`config.mk`:
```
export PLATFORM = sky130hd
export DESIGN_NAME = cmt_core
export DESIGN_NICKNAME = d
export VERILOG_FILES = /design/src/rtl/cmt_pkg.sv /design/src/rtl/cmt_regs.sv /design/src/rtl/cmt_edge.sv /design/src/rtl/cmt_count.sv /design/src/rtl/cmt_core.sv
export SDC_FILE = /design/constraint.sdc
export NUM_CORES = 1
export LEC_CHECK = 0
export BUFFER_PORTS_ARGS = -buffer_cell sky130_fd_sc_hd__buf_2
export CORE_ASPECT_RATIO = 0.7
export CORE_MARGIN = 3
export CORE_UTILIZATION = 50
export DETAILED_ROUTE_END_ITERATION = 12
export PLACE_DENSITY = 0.87
export RECOVER_POWER = 25
export REMOVE_ABC_BUFFERS = 1
export SYNTH_ARGS = -nofsm -noshare
export SYNTH_HDL_FRONTEND = slang
export SYNTH_SLANG_ARGS = --single-unit
export TNS_END_PERCENT = 30
```
`constraint.sdc`:
```
create_clock -name clk -period 3.52 [get_ports clk]
set_input_delay 0.176 -clock clk [delete_from_list [all_inputs] [get_ports clk]]
set_output_delay 0.176 -clock clk [all_outputs]
set_load 0.03 [all_outputs]
```
`src/rtl/cmt_pkg.sv`:
```
// Shared definitions for the compare-match timer core: register slots
// and the fixed bit positions of the control word.
// Assumes a 32-bit register port with byte offsets 0x0..0xC.
package cmt_pkg;
    // Register slot, decoded from byte-address bits 3:2
    typedef enum logic [1:0] {
        SLOT_CTRL = 2'd0,
        SLOT_PRE  = 2'd1,
        SLOT_CMP  = 2'd2,
        SLOT_CNT  = 2'd3
    } slot_e;

    // Control word bit positions
    localparam int CTL_RUN    = 0;
    localparam int CTL_MODE   = 1;
    localparam int CTL_FREE   = 2;
    localparam int CTL_POL    = 3;
    localparam int CTL_SEL_LO = 4;
    localparam int CTL_IE     = 6;
    localparam int CTL_FLAG   = 7;

    // Prescaler word: divide code at the bottom, then bypass, then clock select
    localparam int PRE_DIV_LO = 0;
endpackage

```
`src/rtl/cmt_regs.sv`:
```
// Register bank of the compare-match timer.
// It holds the control fields, the prescaler fields and the compare value,
// and it builds the read data. The counter value and the match flag are
// read from the counter unit.
// Assumes: SEL_W <= 2, so the input select fits below the interrupt-enable bit.
module cmt_regs
    import cmt_pkg::*;
#(
    parameter int DATA_W = 32,
    parameter int ADDR_W = 4,
    parameter int CNT_W  = 16,
    parameter int DIV_W  = 4,
    parameter int CSEL_W = 2,
    parameter int SEL_W  = 2
) (
    input  logic              clk,
    input  logic              rst_n,
    input  logic              wr,
    input  logic [ADDR_W-1:0] addr,
    input  logic [DATA_W-1:0] wdata,
    input  logic [CNT_W-1:0]  cnt_val,
    input  logic              flag,
    output logic              run,
    output logic              mode,
    output logic              free,
    output logic              pol,
    output logic [SEL_W-1:0]  sel,
    output logic              ie,
    output logic [CNT_W-1:0]  cmp,
    output logic [DIV_W-1:0]  div,
    output logic              bypass,
    output logic [CSEL_W-1:0] csel,
    output logic              flag_clr,
    output logic [DATA_W-1:0] rdata
);
    localparam int PRE_BYP_POS = PRE_DIV_LO + DIV_W;
    localparam int PRE_CS_LO   = PRE_BYP_POS + 1;

    slot_e slot;
    logic  wr_ctrl, wr_pre, wr_cmp;
    logic  unused_addr_bits;

    assign slot             = slot_e'(addr[3:2]);
    assign unused_addr_bits = ^{addr[1:0], wdata};
    assign wr_ctrl          = wr && (slot == SLOT_CTRL);
    assign wr_pre           = wr && (slot == SLOT_PRE);
    assign wr_cmp           = wr && (slot == SLOT_CMP);

    // Request a flag clear when a one is written to the flag bit
    assign flag_clr = wr_ctrl && wdata[CTL_FLAG];

    // Run and interrupt-enable bits: writable at any time
    always_ff @(posedge clk) begin
        if (!rst_n) begin
            run <= 1'b0;
            ie  <= 1'b0;
        end else if (wr_ctrl) begin
            run <= wdata[CTL_RUN];
            ie  <= wdata[CTL_IE];
        end
    end

    // Operating fields: written only while stopped and not being started
    always_ff @(posedge clk) begin
        if (!rst_n) begin
            mode <= 1'b0;
            free <= 1'b0;
            pol  <= 1'b0;
            sel  <= '0;
        end else if (wr_ctrl && !run && !wdata[CTL_RUN]) begin
            mode <= wdata[CTL_MODE];
            free <= wdata[CTL_FREE];
            pol  <= wdata[CTL_POL];
            sel  <= wdata[CTL_SEL_LO +: SEL_W];
        end
    end

    // Prescaler fields: written only while stopped
    always_ff @(posedge clk) begin
        if (!rst_n) begin
            div    <= '0;
            bypass <= 1'b0;
            csel   <= '0;
        end else if (wr_pre && !run) begin
            div    <= wdata[PRE_DIV_LO +: DIV_W];
            bypass <= wdata[PRE_BYP_POS];
            csel   <= wdata[PRE_CS_LO +: CSEL_W];
        end
    end

    // Compare value: written while stopped or while the flag is set
    always_ff @(posedge clk) begin
        if (!rst_n) begin
            cmp <= '0;
        end else if (wr_cmp && (!run || flag)) begin
            cmp <= wdata[CNT_W-1:0];
        end
    end

    // Read multiplexer; unimplemented bits read zero
    always_comb begin
        rdata = '0;
        unique case (slot)
            SLOT_CTRL: begin
                rdata[CTL_RUN]               = run;
                rdata[CTL_MODE]              = mode;
                rdata[CTL_FREE]              = free;
                rdata[CTL_POL]               = pol;
                rdata[CTL_SEL_LO +: SEL_W]   = sel;
                rdata[CTL_IE]                = ie;
                rdata[CTL_FLAG]              = flag;
            end
            SLOT_PRE: begin
                rdata[PRE_DIV_LO +: DIV_W]   = div;
                rdata[PRE_BYP_POS]           = bypass;
                rdata[PRE_CS_LO +: CSEL_W]   = csel;
            end
            SLOT_CMP: rdata[CNT_W-1:0] = cmp;
            SLOT_CNT: rdata[CNT_W-1:0] = cnt_val;
            default:  rdata = '0;
        endcase
    end
endmodule

```
`src/rtl/cmt_edge.sv`:
```
// Pulse-input front end of the timer.
// It corrects the polarity of every input, picks the selected one and
// reports a one-cycle strobe on each active edge.
// Assumes the inputs are already synchronous to clk.
module cmt_edge #(
    parameter int N_PULSE = 4,
    parameter int SEL_W   = 2
) (
    input  logic               clk,
    input  logic               rst_n,
    input  logic [N_PULSE-1:0] pulse_in,
    input  logic [SEL_W-1:0]   sel,
    input  logic               pol,
    output logic               edge_stb
);
    logic [N_PULSE-1:0] norm;
    logic               level;
    logic               level_q;

    // Polarity correction: the active level becomes 1 on every input
    for (genvar i = 0; i < N_PULSE; i++) begin : g_norm
        assign norm[i] = pulse_in[i] ^ pol;
    end

    assign level = norm[sel];

    // Track the last level so that a 0-to-1 step can be seen
    always_ff @(posedge clk) begin
        if (!rst_n) level_q <= 1'b0;
        else        level_q <= level;
    end

    assign edge_stb = level && !level_q;
endmodule

```
`src/rtl/cmt_count.sv`:
```
// Counter, match flag and trigger of the timer.
// A step comes from count_en in time mode or from the edge strobe in pulse
// mode. A step taken at the compare value sets the flag and raises the
// trigger. Stopping the timer clears the whole state.
module cmt_count #(
    parameter int CNT_W = 16
) (
    input  logic             clk,
    input  logic             rst_n,
    input  logic             run,
    input  logic             mode,
    input  logic             free,
    input  logic [CNT_W-1:0] cmp,
    input  logic             count_en,
    input  logic             edge_stb,
    input  logic             flag_clr,
    output logic [CNT_W-1:0] cnt,
    output logic             flag,
    output logic             trig,
    output logic             tick
);
    localparam logic [CNT_W-1:0] ONE = CNT_W'(1);

    logic match;
    logic cmp_zero;

    assign tick     = run && (mode ? edge_stb : count_en);
    assign match    = (cnt == cmp);
    assign cmp_zero = (cmp == '0);

    // Counter: step, rewind on match unless free-running, clear when stopped
    always_ff @(posedge clk) begin
        if (!rst_n || !run) begin
            cnt <= '0;
        end else if (tick) begin
            if (match && !free) cnt <= '0;
            else                cnt <= cnt + ONE;
        end
    end

    // Trigger: high from the matching step until the next step, or held if compare is zero
    always_ff @(posedge clk) begin
        if (!rst_n || !run) begin
            trig <= 1'b0;
        end else if (tick) begin
            trig <= match || (trig && cmp_zero);
        end
    end

    // Sticky match flag: a set wins over a clear in the same cycle
    always_ff @(posedge clk) begin
        if (!rst_n || !run) begin
            flag <= 1'b0;
        end else if (tick && match) begin
            flag <= 1'b1;
        end else if (flag_clr) begin
            flag <= 1'b0;
        end
    end
endmodule

```
`src/rtl/cmt_core.sv`:
```
// Top of the compare-match timer core.
// It ties together the register bank, the pulse edge front end and the
// counter unit, and it drives the interrupt and the prescaler settings.
// Assumes the word-wide register port completes every access in one cycle.
module cmt_core #(
    parameter int DATA_W  = 32,
    parameter int ADDR_W  = 4,
    parameter int CNT_W   = 16,
    parameter int DIV_W   = 4,
    parameter int CSEL_W  = 2,
    parameter int N_PULSE = 4
) (
    input  logic               clk,
    input  logic               rst_n,
    input  logic               bus_wr,
    input  logic [ADDR_W-1:0]  bus_addr,
    input  logic [DATA_W-1:0]  bus_wdata,
    output logic [DATA_W-1:0]  bus_rdata,
    input  logic               count_en,
    input  logic [N_PULSE-1:0] pulse_in,
    output logic [CSEL_W-1:0]  pre_clk_sel,
    output logic               pre_bypass,
    output logic [DIV_W-1:0]   pre_div,
    output logic               irq,
    output logic               trig
);
    localparam int SEL_W = (N_PULSE > 1) ? $clog2(N_PULSE) : 1;

    logic             run_q, mode_q, free_q, pol_q, ie_q;
    logic [SEL_W-1:0] sel_q;
    logic [CNT_W-1:0] cmp_q, cnt_q;
    logic             flag_q, flag_clr_w, edge_w, tick_w;

    cmt_regs #(
        .DATA_W(DATA_W), .ADDR_W(ADDR_W), .CNT_W(CNT_W),
        .DIV_W(DIV_W), .CSEL_W(CSEL_W), .SEL_W(SEL_W)
    ) regs_i (
        .clk(clk), .rst_n(rst_n),
        .wr(bus_wr), .addr(bus_addr), .wdata(bus_wdata),
        .cnt_val(cnt_q), .flag(flag_q),
        .run(run_q), .mode(mode_q), .free(free_q), .pol(pol_q),
        .sel(sel_q), .ie(ie_q), .cmp(cmp_q),
        .div(pre_div), .bypass(pre_bypass), .csel(pre_clk_sel),
        .flag_clr(flag_clr_w), .rdata(bus_rdata)
    );

    cmt_edge #(.N_PULSE(N_PULSE), .SEL_W(SEL_W)) edge_i (
        .clk(clk), .rst_n(rst_n),
        .pulse_in(pulse_in), .sel(sel_q), .pol(pol_q),
        .edge_stb(edge_w)
    );

    cmt_count #(.CNT_W(CNT_W)) count_i (
        .clk(clk), .rst_n(rst_n),
        .run(run_q), .mode(mode_q), .free(free_q), .cmp(cmp_q),
        .count_en(count_en), .edge_stb(edge_w), .flag_clr(flag_clr_w),
        .cnt(cnt_q), .flag(flag_q), .trig(trig), .tick(tick_w)
    );

    // Interrupt request: the flag gated by the interrupt enable
    assign irq = flag_q && ie_q;
endmodule

```
==> results.txt <==
RSZ-0062 raised after global routing - false
number of diodes - 0
IO Count - 85
Clk pin slew, worst setup/hold paths - 0.09 ns
CTS H-tree lvls - 2
wire per inst - 16.0 um
P_sw - 297 uW
Synth Register Bits - 49
XOR/XNOR Fraction of Synth Area - 5.81%
Synth area leader - dfxtp_1
clock network power share - 36.3%
share of cells above drive strength 1 - 16.7%
worst r2r src - regs_i.sel[0]$_SDFFE_PN0P_
Core Area - 4990 sq um
final setup margin - 1.30 ns
all-layer global routing usage - 21.9%
post-route ant nets - 0
Fmax - 450 MHz
combinational family with the most area after synthesis - multiplexers
largest net degree at the start of global routing - 32
DRT Pass-1 Iters - 4
via count - 2287
port buffer count - 50
EDFF count, synth - 0
Cell variety after synth - 40
RePlAce Congestion - 0.858
crit path time final - 2.22 ns
r2r endpoint - count_i.cnt[4]$_SDFFE_PP0P_
simple logic cell fraction of the synthesized area - 19.4%
combinational share of power - 13.2%
Via density - 5.66
Sw Share - 25.9%
most used flip-flop cell after synthesis - dfxtp_1
vias in the first global route - 2151
Synth Instances - 293
DRT Wirelength - 6480 um
status - finished clean
die width - 94.1 um
CP Launch Type - flop
Avg Inst Size Synth - 9.26 sq um
Critical path origin - regs_i.sel[0]$_SDFFE_PN0P_
Die Ht - 67.6 um
Worst-Margin Slew - 1.27 ns
final setup vio count - 0
worst vdd ir - 216 uV
Synth Area in Adders - 0.461%
first-pass GRT wire length - 10700 um
post-synthesis mux area share - 20.3%
Skew-Pair Late Insertion Delay - 0.30 ns
critical path type - reg -> reg
clk buf depth - 2
P_leak - 1.21 nW
clk sinks - 49
CTS hold repair buffers - 0
synthesized area - 2710 sq um
hold path depth - 3
# rows - 21
Slew HR - 15.0%
setup repair bufs after CTS - 0
CTS tree - built
clk_skew - 0.0101 ns
Worst EP required - 3.70 ns
post_cts resized - 0
sequential fraction of the synthesis area - 36.1%
Critical Path End Type - flop
worst reg2reg path depth - 6
asr flop ratio synth - 0%
synth cell count leaders - dfxtp_1, mux2i_1, nor2_1, a21oi_1
Initial Util - 54.4%
Synth Area in Compound Gates - 9.41%
total CTS buffers - 5
DIE AREA - 6360 sq um
Hold EP - regs_i.cmp[9]$_SDFFE_PN0P_
crit share post-route - 63.1%
Synth-to-Final Area Change - 11.2%
area share of the largest cell type after synthesis - 36.1%
Post-DP HPWL - 4770 um
crit path DAT - 2.40 ns
top post-synthesis cells by area - dfxtp_1, mux2i_1, mux4_2
Place WS - 1.31 ns
initial antenna violation count - 0
setup_tns - 0 ns
Nets - 379
fraction of power consumed by sequential logic - 50.5%
largest fanout on the critical path - 27
Initial DRC Count - 161
hold_sp - bus_wdata[9]
most frequent cell after synthesis - dfxtp_1
clock root buffer - clkbuf_8
warning count from the yosys run - 0
class of the worst hold path - in -> reg
R2R Setup Slk - 1.30 ns
P per Cell Area - 381 nW/um^2
GR Overflow Total - 0
max-slew violation count - 0
Internal Power - 851 uW
DR DRC count - 0
Final Util - 60.4%
Final Hold Vio Count - 0
Max-cap violations - 0
[cells by family (layout without fill, tap and decap cells)]
group | Yosys count | after routing
adder cells (fa/ha/maj) | 1 | 1
buffers and inverters | 41 | 68
AND/OR/NAND/NOR | 99 | 99
flip-flops | 49 | 49
other | 1 | 16
multiplexers | 45 | 45
AO/OA/AOI/OAI | 39 | 39
XOR/XNOR | 18 | 18
[layout make-up]
type | count | area, sq um
sequential | 49 | 981
multi-input combinational | 218 | 1560
clock buffer | 7 | 86.3
inverter | 8 | 30.0
timing repair buffer | 52 | 245
clock inverter | 1 | 30.0
tap | 69 | 86.3
fill | 434 | 1980
[sequential cells by signal (all words and copies together), names as in the netlist]
name,flops
regs_i.free,1
regs_i.pol,1
regs_i.mode,1
count_i.trig,1
count_i.flag,1
regs_i.run,1
regs_i.sel,2
regs_i.bypass,1
count_i.cnt,16
regs_i.ie,1
regs_i.div,4
edge_i.level_q,1
regs_i.cmp,16
regs_i.csel,2
[routing by layer]
metal / wire (um) / vias to the layer above / GRT usage [%]
met3: 662 / 9 / 4.23
li1: - / 1100 / -
met4: 56 / 0 / 4.86
met2: 2870 / 105 / 34.4
met5: 0 / - / 0
met1: 2890 / 1073 / 31.3
[stage by stage]
step,instances,instance area [sq um],power (mW),hold slack [ns]
floorplan,275,2570,0.692,0.320
global placement,396,2930,0.740,0.411
detailed placement,396,2930,0.744,0.420
CTS,404,3040,1.16,0.101
global route,404,3020,1.20,0.117
finish,404,3020,1.15,0.107
[worst max path at each step]
stage	end
2_1_floorplan	count_i.cnt[0]$_SDFFE_PP0P_
3_3_place_gp	count_i.cnt[11]$_SDFFE_PP0P_
3_5_place_dp	count_i.cnt[4]$_SDFFE_PP0P_
4_1_cts	count_i.cnt[4]$_SDFFE_PP0P_
5_1_grt	count_i.cnt[14]$_SDFFE_PP0P_
6_report	count_i.cnt[4]$_SDFFE_PP0P_
[critical path, cell delays in order (launching register included)]
cell and delay (ns):
dfxtp_1 0.38, mux4_2 0.53, xnor2_1 0.20, o21a_4 0.33
o311ai_2 0.33, buf_4 0.27, a21oi_1 0.07
[power groups by stage]
| stage | combinational (mW) | clock [mW] | sequential (mW) |
|---|---|---|---|
| 6_report | 0.151 | 0.417 | 0.580 |
| 5_1_grt | 0.164 | 0.450 | 0.582 |
| 4_1_cts | 0.151 | 0.424 | 0.580 |
| 3_5_place_dp | 0.151 | 0 | 0.593 |
| 3_3_place_gp | 0.148 | 0 | 0.592 |
| 2_1_floorplan | 0.0981 | 0 | 0.594 |
[placed cells by master (no fill, tap or decap), types with 2 or more instances in the layout]
cell / instances
nor2_1: 34
o31ai_1: 9
nand3_1: 8
buf_4: 2
nand4_1: 5
xor2_1: 16
conb_1: 16
dfxtp_1: 49
o21ai_1: 2
o21ai_0: 2
buf_2: 34
clkbuf_8: 6
nor2b_1: 9
or4_1: 10
xnor2_1: 2
nand2_1: 11
nor4_1: 8
mux4_2: 8
or3_1: 3
a21oi_1: 19
inv_1: 8
nand2b_1: 3
mux2i_1: 36
clkbuf_1: 17
o41ai_1: 2
Note: power is estimated with default switching activity, not from simulation.
